===== config.mk =====
export PLATFORM = sky130hd
export DESIGN_NAME = dma_err_tracker
export DESIGN_NICKNAME = d
export VERILOG_FILES = /design/src/rtl/dma_err_tracker.sv
export SDC_FILE = /design/constraint.sdc
export NUM_CORES = 1
export LEC_CHECK = 0
export BUFFER_PORTS_ARGS = -buffer_cell sky130_fd_sc_hd__buf_2
export CAP_MARGIN = 0
export CORE_MARGIN = 1
export CORE_UTILIZATION = 30
export DETAILED_ROUTE_END_ITERATION = 7
export PLACE_DENSITY = 0.52
export SLEW_MARGIN = 40
export SYNTH_ARGS = -nofsm -noshare
export SYNTH_HDL_FRONTEND = slang
export SYNTH_SLANG_ARGS = --single-unit

===== constraint.sdc =====
create_clock -name clk -period 1.59 [get_ports clk]
set_clock_uncertainty 0.1 [all_clocks]
set_input_delay 0 -clock clk [delete_from_list [all_inputs] [get_ports clk]]
set_output_delay 0 -clock clk [all_outputs]
set_load 0.01 [all_outputs]

===== src/rtl/dma_err_tracker.sv =====
module dma_err_tracker #(
  parameter int NCH = 24,
  parameter int DW  = 32,
  parameter int AW  = 8,
  parameter int CCW = 3,
  parameter logic [AW-1:0] ERR_OFS = 8'h48,
  parameter logic [AW-1:0] BUS_OFS = 8'h4C,
  parameter logic [AW-1:0] DSC_OFS = 8'h50,
  localparam int CHW = $clog2(NCH)
) (
  input  logic           clk,
  input  logic           rst_n,
  input  logic [NCH-1:0] bus_err_i,
  input  logic           fetch_vld_i,
  input  logic [CHW-1:0] fetch_ch_i,
  input  logic [CCW-1:0] fetch_cc_i,
  input  logic           reg_wr_i,
  input  logic [AW-1:0]  reg_addr_i,
  input  logic [DW-1:0]  reg_wdata_i,
  output logic [DW-1:0]  reg_rdata_o,
  output logic [NCH-1:0] chan_dis_o
);

  logic [NCH-1:0] err_q, bus_q, dsc_q;
  logic [NCH-1:0] dsc_set, err_set;
  logic [NCH-1:0] err_clr, bus_clr, dsc_clr;
  logic [NCH-1:0] rd_sel;
  logic [DW-1:0]  rdata_q;
  logic [NCH-1:0] dis_q;
  logic           unused_wd;

  for (genvar k = 0; k < NCH; k++) begin : g_dsc
    assign dsc_set[k] = fetch_vld_i && (fetch_ch_i == CHW'(k)) && (fetch_cc_i == '0);
  end

  assign err_set = bus_err_i | dsc_set;

  assign err_clr = (reg_wr_i && reg_addr_i == ERR_OFS) ? reg_wdata_i[NCH-1:0] : '0;
  assign bus_clr = (reg_wr_i && reg_addr_i == BUS_OFS) ? reg_wdata_i[NCH-1:0] : '0;
  assign dsc_clr = (reg_wr_i && reg_addr_i == DSC_OFS) ? reg_wdata_i[NCH-1:0] : '0;
  assign unused_wd = ^reg_wdata_i[DW-1:NCH];

  always_ff @(posedge clk) begin
    if (!rst_n) begin
      err_q <= '0;
      bus_q <= '0;
      dsc_q <= '0;
      dis_q <= '0;
    end else begin
      err_q <= (err_q & ~err_clr) | err_set;
      bus_q <= (bus_q & ~bus_clr) | bus_err_i;
      dsc_q <= (dsc_q & ~dsc_clr) | dsc_set;
      dis_q <= err_set;
    end
  end

  always_comb begin
    case (reg_addr_i)
      ERR_OFS: rd_sel = err_q;
      BUS_OFS: rd_sel = bus_q;
      DSC_OFS: rd_sel = dsc_q;
      default: rd_sel = '0;
    endcase
  end

  always_ff @(posedge clk) begin
    if (!rst_n) rdata_q <= '0;
    else        rdata_q <= {{(DW-NCH){1'b0}}, rd_sel};
  end

  assign reg_rdata_o = rdata_q;
  assign chan_dis_o  = dis_q;

endmodule


-- Word level (Yosys, flattened, before mapping)
Index checks and enable logic that the tools add are counted.
- flip-flop bits (word level): 128
- input bits: 76
- output and inout port bits: 56
- logic and storage cells: 99
- equal/unequal tests: 26
- muxes and demuxes: 4
- bitwise gates (word level): 10
- reduce and logical (&&, ||, !) cells: 53
- operators with widths (kind ; number):
    $or A24 B24 Y24 ; 4
    $and A24 B24 Y24 ; 3
    $mux W24 ; 3
    $not A24 Y24 ; 3
    $pmux W24 S3 ; 1
    $logic_and A1 B1 Y1 ; 51
    $eq A5 B4 Y1 const B ; 8
    $eq A5 B5 Y1 const B ; 8
    $eq A8 B7 Y1 const B ; 3
    $eq A5 B3 Y1 const B ; 4
    $eq A5 B2 Y1 const B ; 2
    $eq A5 B1 Y1 const B ; 1
    $logic_not A5 Y1 ; 1
    $logic_not A3 Y1 ; 1

-- Longest topological paths before layout
Gate-level depths: netlist (run 1).
- depth after elaboration: 6
- mapped depth: 6
- mapped depth without buffers: 3

-- Least setup slack after synthesis (run 1)
Ideal clock, no wire load.
- path type: input to register
- start: input port reg_addr_i[2]
- end: register err_q[7]
- library setup time: 129 ps
- arrival time: 1133 ps
- data required time: 1361 ps
- slack: 229 ps
- cell stages on the path: 6
- path buffers: 3
- cells stage by stage: buf_6 > or4b_4 > buf_6 > buf_6 > nor4_2 > o22ai_1
- word-level cells in the longest chain between the ends: 6
- RTL lines (what ; RTL line ; text):
    start, declared ; 18 ; input logic [AW-1:0] reg_addr_i,
    $eq A8 B7 Y1 ; 38 ; assign err_clr = (reg_wr_i && reg_addr_i == ERR_OFS) ? reg_wdata_i[NCH-1:0] : '0;
    $logic_and A1 B1 Y1 ; 38 ;
    $mux W24 ; 38 ;
    $not A24 Y24 ; 50 ; err_q <= (err_q & ~err_clr) | err_set;
    $and A24 B24 Y24 ; 50 ;
    $or A24 B24 Y24 ; 50 ;
    end signal, assigned ; 50 ;
    end, declared ; 24 ; logic [NCH-1:0] err_q, bus_q, dsc_q;
No other way between the ends.
A chain may end at the register's enable or synchronous reset.

==> run summary, run 1 <==
R2R depth = 3
run status = finished with violations
Wirelength per Cell = 17.76 um
# DRC = 0
crit end category = flop
commonest cells in the netlist = dfxtp_1, o21ai_0, nand2_1, nor2_1, clkbuf_1
layout cells sized above 1 = 0.3127
Fmax achieved = 0.6216 GHz
worst-case vdd ir drop = 884.8 uV
Syn Std Cell Area = 0.005099 mm^2
# fillers = 1712
I/O pin count = 132
CTS tree = done
CP Data Arrival Time = 1870 ps
top-count cell post-synth = dfxtp_1
final hold vios = 0
die area = 0.01752 mm^2
Die X = 132.4 um
Num CTS Buffers = 17
routability cong. = 0.7865
Async SR Flop Fraction = 0
post-synth top area share = 0.4712
Worst path max stage delay = 560 ps
Final HPWL DP = 10990 um
Cell Chain, Critical Path = buf_2 > dlygate4sd3_1 > buf_4 > nand4b_1 > nor3_1 > a31o_2
DR vias = 4942
number of flops mapped to enable cells by yosys = 0
Clk Latency, worst-skew pair = 420 ps
Hold Crit Class = input port to flop
hold wc startpoint = reg_addr_i[2]
startpoint types = input port
vias per cell = 5.132
Worst Setup SP = rst_n
Most used DFF post-synth = dfxtp_1
final net count = 807
RSZ-0062 raised after global routing = yes
syn avg cell area = 9.203 um^2
final max-slew violation count = 0
grt total ovfl = 0
total power = 7.557 mW
top post-synthesis cells by area = dfxtp_1, o21ai_0, mux2_2
multi-input logic area = 0.002467 mm^2
Synth area leader = dfxtp_1
critical path type = input port to flop
initial core utilization = 0.3075
Initial DRT Pass Iterations = 7
Critical Path RT = 1860 ps
final worst-path cycle share = 1.012
worst hold slack = 39.71 ps
Post-Syn Instances = 554
post-synthesis sequential area ratio = 0.4712
vias in the first global route = 4994
global-route wire length before repair = 26900 um
Final setup viols = 1
post-route insts no fill = 963
Unique masters post-synth = 35
Post-Route WL = 17100 um
Synthesis Warnings = 0
clock sink count = 120
Reg area = 0.002402 mm^2
GRT Overall Usage = 0.2005
CTS Buffer Depth = 2
Core ar. = 0.01658 mm^2
#FFs+latches synth = 120
Inst Count DP = 873
Hold Path Cell Cnt = 5
Iter 0 DRT Violations = 429
post-route antenna net violation count = 0
max capacitance violation total = 0
PortBufs = 115
pre-CTS WS = -71.19 ps
Pwr Density = 1056 mW/mm^2
failing checks = setup timing
min cycle time layout = 1609 ps
CTS root buf = clkbuf_16
Die H = 132.4 um
initial antenna violation count = 1
crit path max fanout = 15
Reg-to-Reg Start = bus_q[8]
Clock Pin Slew Worst Setup and Hold Paths = 50 ps
P_leak = 2.970 nW
area grow syn2layout = 40.32%
# rows = 47
Crit-path slowest cell = dlygate4sd3_1
largest net degree at the start of global routing = 45
H-tree depth = 4
final worst slack = -18.69 ps
==> path summary, 6_finish.rpt <==
check	endpoint	slack, ps
setup / recovery	dsc_q[21]	-20
hold / removal	reg_rdata_o[16]	40
setup reg to reg	bus_q[8]	310
hold reg to reg	dsc_q[20]	360
==> worst max-delay path, delay by kind of cell <==
family,cells,cell delay [ps]
AOI/OAI and AO/OA,1,160
and+or+nand+nor,2,830
buffers and inverters,3,890
==> sequential cells by signal, indices dropped and copies added, names as in the netlist <==
register     flops
err_q           24
reg_rdata_o     24
chan_dis_o      24
dsc_q           24
bus_q           24
==> placed cells by master (no fill, tap or decap), types with 2 or more instances in the layout <==
cell type | Yosys | final
or2_2 | 2 | 2
clkbuf_8 | 0 | 4
dfxtp_1 | 120 | 120
nand4_1 | 14 | 14
or4b_1 | 2 | 2
clkinv_2 | 0 | 2
or4b_4 | 2 | 2
a31o_1 | 3 | 3
dlygate4sd3_1 | 0 | 58
buf_4 | 10 | 26
nand4b_1 | 3 | 3
buf_2 | 7 | 115
nor4_1 | 13 | 12
mux2_2 | 24 | 24
nor2_1 | 48 | 48
clkbuf_16 | 0 | 17
nor4b_4 | 0 | 2
nand2_1 | 54 | 54
clkbuf_1 | 30 | 6
nor4_2 | 19 | 20
nand2b_1 | 2 | 2
or3_1 | 9 | 9
and4_1 | 12 | 12
conb_1 | 1 | 8
o21ai_0 | 57 | 57
o22ai_1 | 19 | 19
buf_12 | 0 | 5
a21o_1 | 13 | 13
o21ai_1 | 10 | 10
a21oi_1 | 25 | 25
a22oi_1 | 23 | 23
nor3_1 | 6 | 6
or4bb_1 | 3 | 3
a31o_2 | 10 | 10
==> metrics by stage <==
| step | setup TNS, ps | utilization | instance area, um^2 |
|---|---|---|---|
| 6_report | -18.69 | 0.4314 | 7154 |
| 2_1_floorplan | 0 | - | 5125 |
| 4_1_cts | 0 | 0.4307 | 7143 |
| 3_5_place_dp | -907.0 | 0.3624 | 6010 |
| 3_3_place_gp | -475.5 | 0.3624 | 6010 |
| 5_1_grt | -422.0 | 0.4314 | 7154 |
==> layout make-up <==
type	count	share of cell area
well taps	220	0.03847
flip-flops and latches	120	0.3358
repair buffers	205	0.2046
clock buffers	27	0.07030
multi-input cells	387	0.3449
clock inverters	3	0.005596
diodes	1	0.0003498
==> power breakdown <==
part           switching, mW  internal, mW  total [mW]  leakage [nW]
registers             0.0494          3.13        3.18         0.989
clock network           1.29          2.29        3.58         0.267
logic                  0.430         0.366       0.796          1.71
total                   1.77          5.79        7.56          2.97
==> routing by layer <==
| metal | vias to the layer above | GRT usage | share of wire |
|---|---|---|---|
| li1 | 2378 | - | - |
| met1 | 2366 | 0.2680 | 0.47 |
| met2 | 168 | 0.3146 | 0.46 |
| met3 | 30 | 0.03652 | 0.048 |
| met4 | 0 | 0.08876 | 0.021 |
| met5 | - | 0 | 0 |
==> logic make-up after synthesis <==
family                 after synthesis  synth area share
buffers and inverters               54           0.05620
and+or+nand+nor                    195            0.2299
DFF                                120            0.4712
muxes                               24           0.05301
AOI/OAI and AO/OA                  160            0.1890
other                                1         0.0007355
==> repair_timing <==
action	4_1_cts	5_1_grt
endpoints found under the hold margin	97	0
gates resized for setup	0	2
setup endpoints to repair	0	16
setup buffers	0	0
hold buffers	59	0
No activity file was read; power rests on OpenSTA's default activity.
==> run 2, diff against run 1 <==
==> constraint.sdc (replaced) <==
create_clock -name clk -period 1.59 [get_ports clk]
set_clock_uncertainty 0.1 [all_clocks]
set_input_delay 0.0795 -clock clk [delete_from_list [all_inputs] [get_ports clk]]
set_output_delay 0.0795 -clock clk [all_outputs]
set_load 0.01 [all_outputs]
==> run 2 against run 1 <==
The run now ends clean. Maximum frequency increased by 9.9%. Non-clock buffer count is 2 lower. Critical path depth down 1. Final cell count down 0.21%. Clock power fell by 2%. Combinational power down 2%. Hold slack improved by 21 ps. Sequential share of layout area grew 0.30 points. Worst setup slack improved by 140 ps. Die area unchanged. Critical endpoint is now dsc_q[23]. Largest cell class unchanged. Largest power group unchanged. Highest routed layer unchanged.
==> run summary, run 2 (same netlist as run 1, synthesis figures left out) <==
Die H = 132.4 um (unchanged)
Worst path max stage delay = 530 ps (-30 ps)
hold wc startpoint = fetch_ch_i[4]
worst-case vdd ir drop = 782.7 uV (-12%)
initial antenna violation count = 2 (+1)
# rows = 47 (unchanged)
multi-input logic area = 0.002461 mm^2 (-0.25%)
CTS root buf = clkbuf_16
Crit-path slowest cell = dlygate4sd3_1
total power = 7.462 mW (-1.3%)
largest net degree at the start of global routing = 55 (+22%)
most common cell after layout, fill and taps aside = dfxtp_1
post-CTS resize count = 0 (unchanged)
Initial DRT Pass Iterations = 5 (-2)
I/O pin count = 132 (unchanged)
Clk Latency, worst-skew pair = 420 ps (about the same)
Hold Crit Class = input port to flop
vias per cell = 5.213 (+1.6%)
# DRC = 0 (unchanged)
final net count = 805 (-0.25%)
Critical Path RT = 1820 ps (-40 ps)
Reg area = 0.002402 mm^2 (unchanged)
min cycle time layout = 1464 ps (-144.3 ps)
Core ar. = 0.01658 mm^2 (unchanged)
Hold Path Cell Cnt = 3 (-2)
Num CTS Buffers = 17 (unchanged)
crit end category = flop
CTS Buffer Depth = 2 (unchanged)
critical path type = input port to flop
die area = 0.01752 mm^2 (unchanged)
grt total ovfl = 0 (unchanged)
Die X = 132.4 um (unchanged)
Fmax achieved = 0.6829 GHz (+9.9%)
global-route wire length before repair = 26950 um (+0.20%)
Final HPWL DP = 11220 um (+2.1%)
Iter 0 DRT Violations = 351 (-18%)
max capacitance violation total = 0 (unchanged)
design area = 0.007092 mm^2 (-0.87%)
P_leak = 2.961 nW (-0.32%)
# fillers = 1692 (-1.2%)
CP Data Arrival Time = 1700 ps (-170 ps)
PortBufs = 115 (unchanged)
post-route antenna net violation count = 0 (unchanged)
Cell Area, Placed = 0.006042 mm^2 (+0.54%)
clock sink count = 120 (unchanged)
Cell Chain, Critical Path = dlygate4sd3_1 > buf_2 > nand2b_1 > or2_2 > o22ai_1
worst hold slack = 60.24 ps (+20.53 ps)
Final setup viols = 0 (-1)
routability cong. = 0.7882 (+0.22%)
Reg2Reg Capture Point = reg_rdata_o[7]
Clock Pin Slew Worst Setup and Hold Paths = 50 ps (about the same)
DR vias = 5010 (+1.4%)
R2R Setup Slk = 490 ps (+180 ps)
commonest cells after routing, fill and taps aside = dfxtp_1, buf_2, o21ai_0
Pwr Density = 1052 mW/mm^2 (-0.38%)
vias in the first global route = 4942 (-1.0%)
run status = finished clean
R2R depth = 3 (unchanged)
GRT Overall Usage = 0.2005 (about the same)
final hold vios = 0 (unchanged)
initial core utilization = 0.3075 (unchanged)
Reg-to-Reg Start = err_q[7]
final worst-path cycle share = 0.9210 (-0.09076)
H-tree depth = 4 (unchanged)
WHS Endpoint = chan_dis_o[6]
Post-Route WL = 17030 um (-0.41%)
final max-slew violation count = 0 (unchanged)
crit path max fanout = 8 (-7)
Wirelength per Cell = 17.72 um (-0.20%)
area grow syn2layout = 39.09%
startpoint types = input port
layout cells sized above 1 = 0.3234 (+0.01074)
RSZ-0062 raised after global routing = no
CTS tree = done
-- run 2: how the worst max path moves through the flow --
stage	start	endpoint	cells past startpoint
2_1_floorplan	reg_addr_i[2]	err_q[7]	6
3_3_place_gp	fetch_cc_i[1]	dsc_q[4]	5
3_5_place_dp	fetch_cc_i[1]	dsc_q[3]	5
4_1_cts	fetch_ch_i[3]	dsc_q[23]	5
5_1_grt	fetch_ch_i[3]	dsc_q[23]	5
6_report	fetch_ch_i[3]	dsc_q[23]	5
-- run 2: repair_timing --
| item | CTS | global route |
|---|---|---|
| hold buffers | 51 | 0 |
| endpoints found under the hold margin | 96 | 0 |
| buffers inserted | 0 | 0 |
-- run 2: metrics by stage --
stage | instances | utilization | setup TNS, ps | setup WS, ps
after global placement | 879 | 0.3643 | -1707 | -90.82
after detailed placement | 879 | 0.3643 | -2677 | -105.8
after CTS | 959 | 0.4273 | 0 | 116.3
after global routing | 961 | 0.4276 | 0 | 71.97
final | 961 | 0.4276 | 0 | 125.6
after floorplan | 561 | - | 0 | 149.2
-- run 2: layer usage --
layer / vias to the layer above / global-route usage / share of wire
met1: 2414 / 0.2705 / 0.46
met4: 0 / 0.07024 / 0.017
met5: - / 0 / 0
li1: 2377 / - / -
met2: 196 / 0.3137 / 0.47
met3: 23 / 0.04460 / 0.060
-- run 2: cell type report --
class,count,share of cell area
clock buffer,26,0.07322
multi-input combinational,387,0.3470
tap,220,0.03881
sequential,120,0.3387
antenna,2,0.0007057
timing repair buffer,203,0.1994
clock inverter,3,0.002117
-- run 2: worst max-delay path: cells and delay by family --
kind | cells | cell delay (ps)
AND/OR/NAND/NOR | 2 | 740
AO/OA/AOI/OAI | 1 | 190
buffers and inverters | 2 | 680
-- run 2: report_power, final --
| part | internal [mW] | leakage (nW) | switching [mW] | total [mW] |
|---|---|---|---|---|
| sequential | 3.13 | 0.989 | 0.0498 | 3.18 |
| combinational | 0.357 | 1.70 | 0.424 | 0.782 |
| clock | 2.20 | 0.268 | 1.29 | 3.50 |
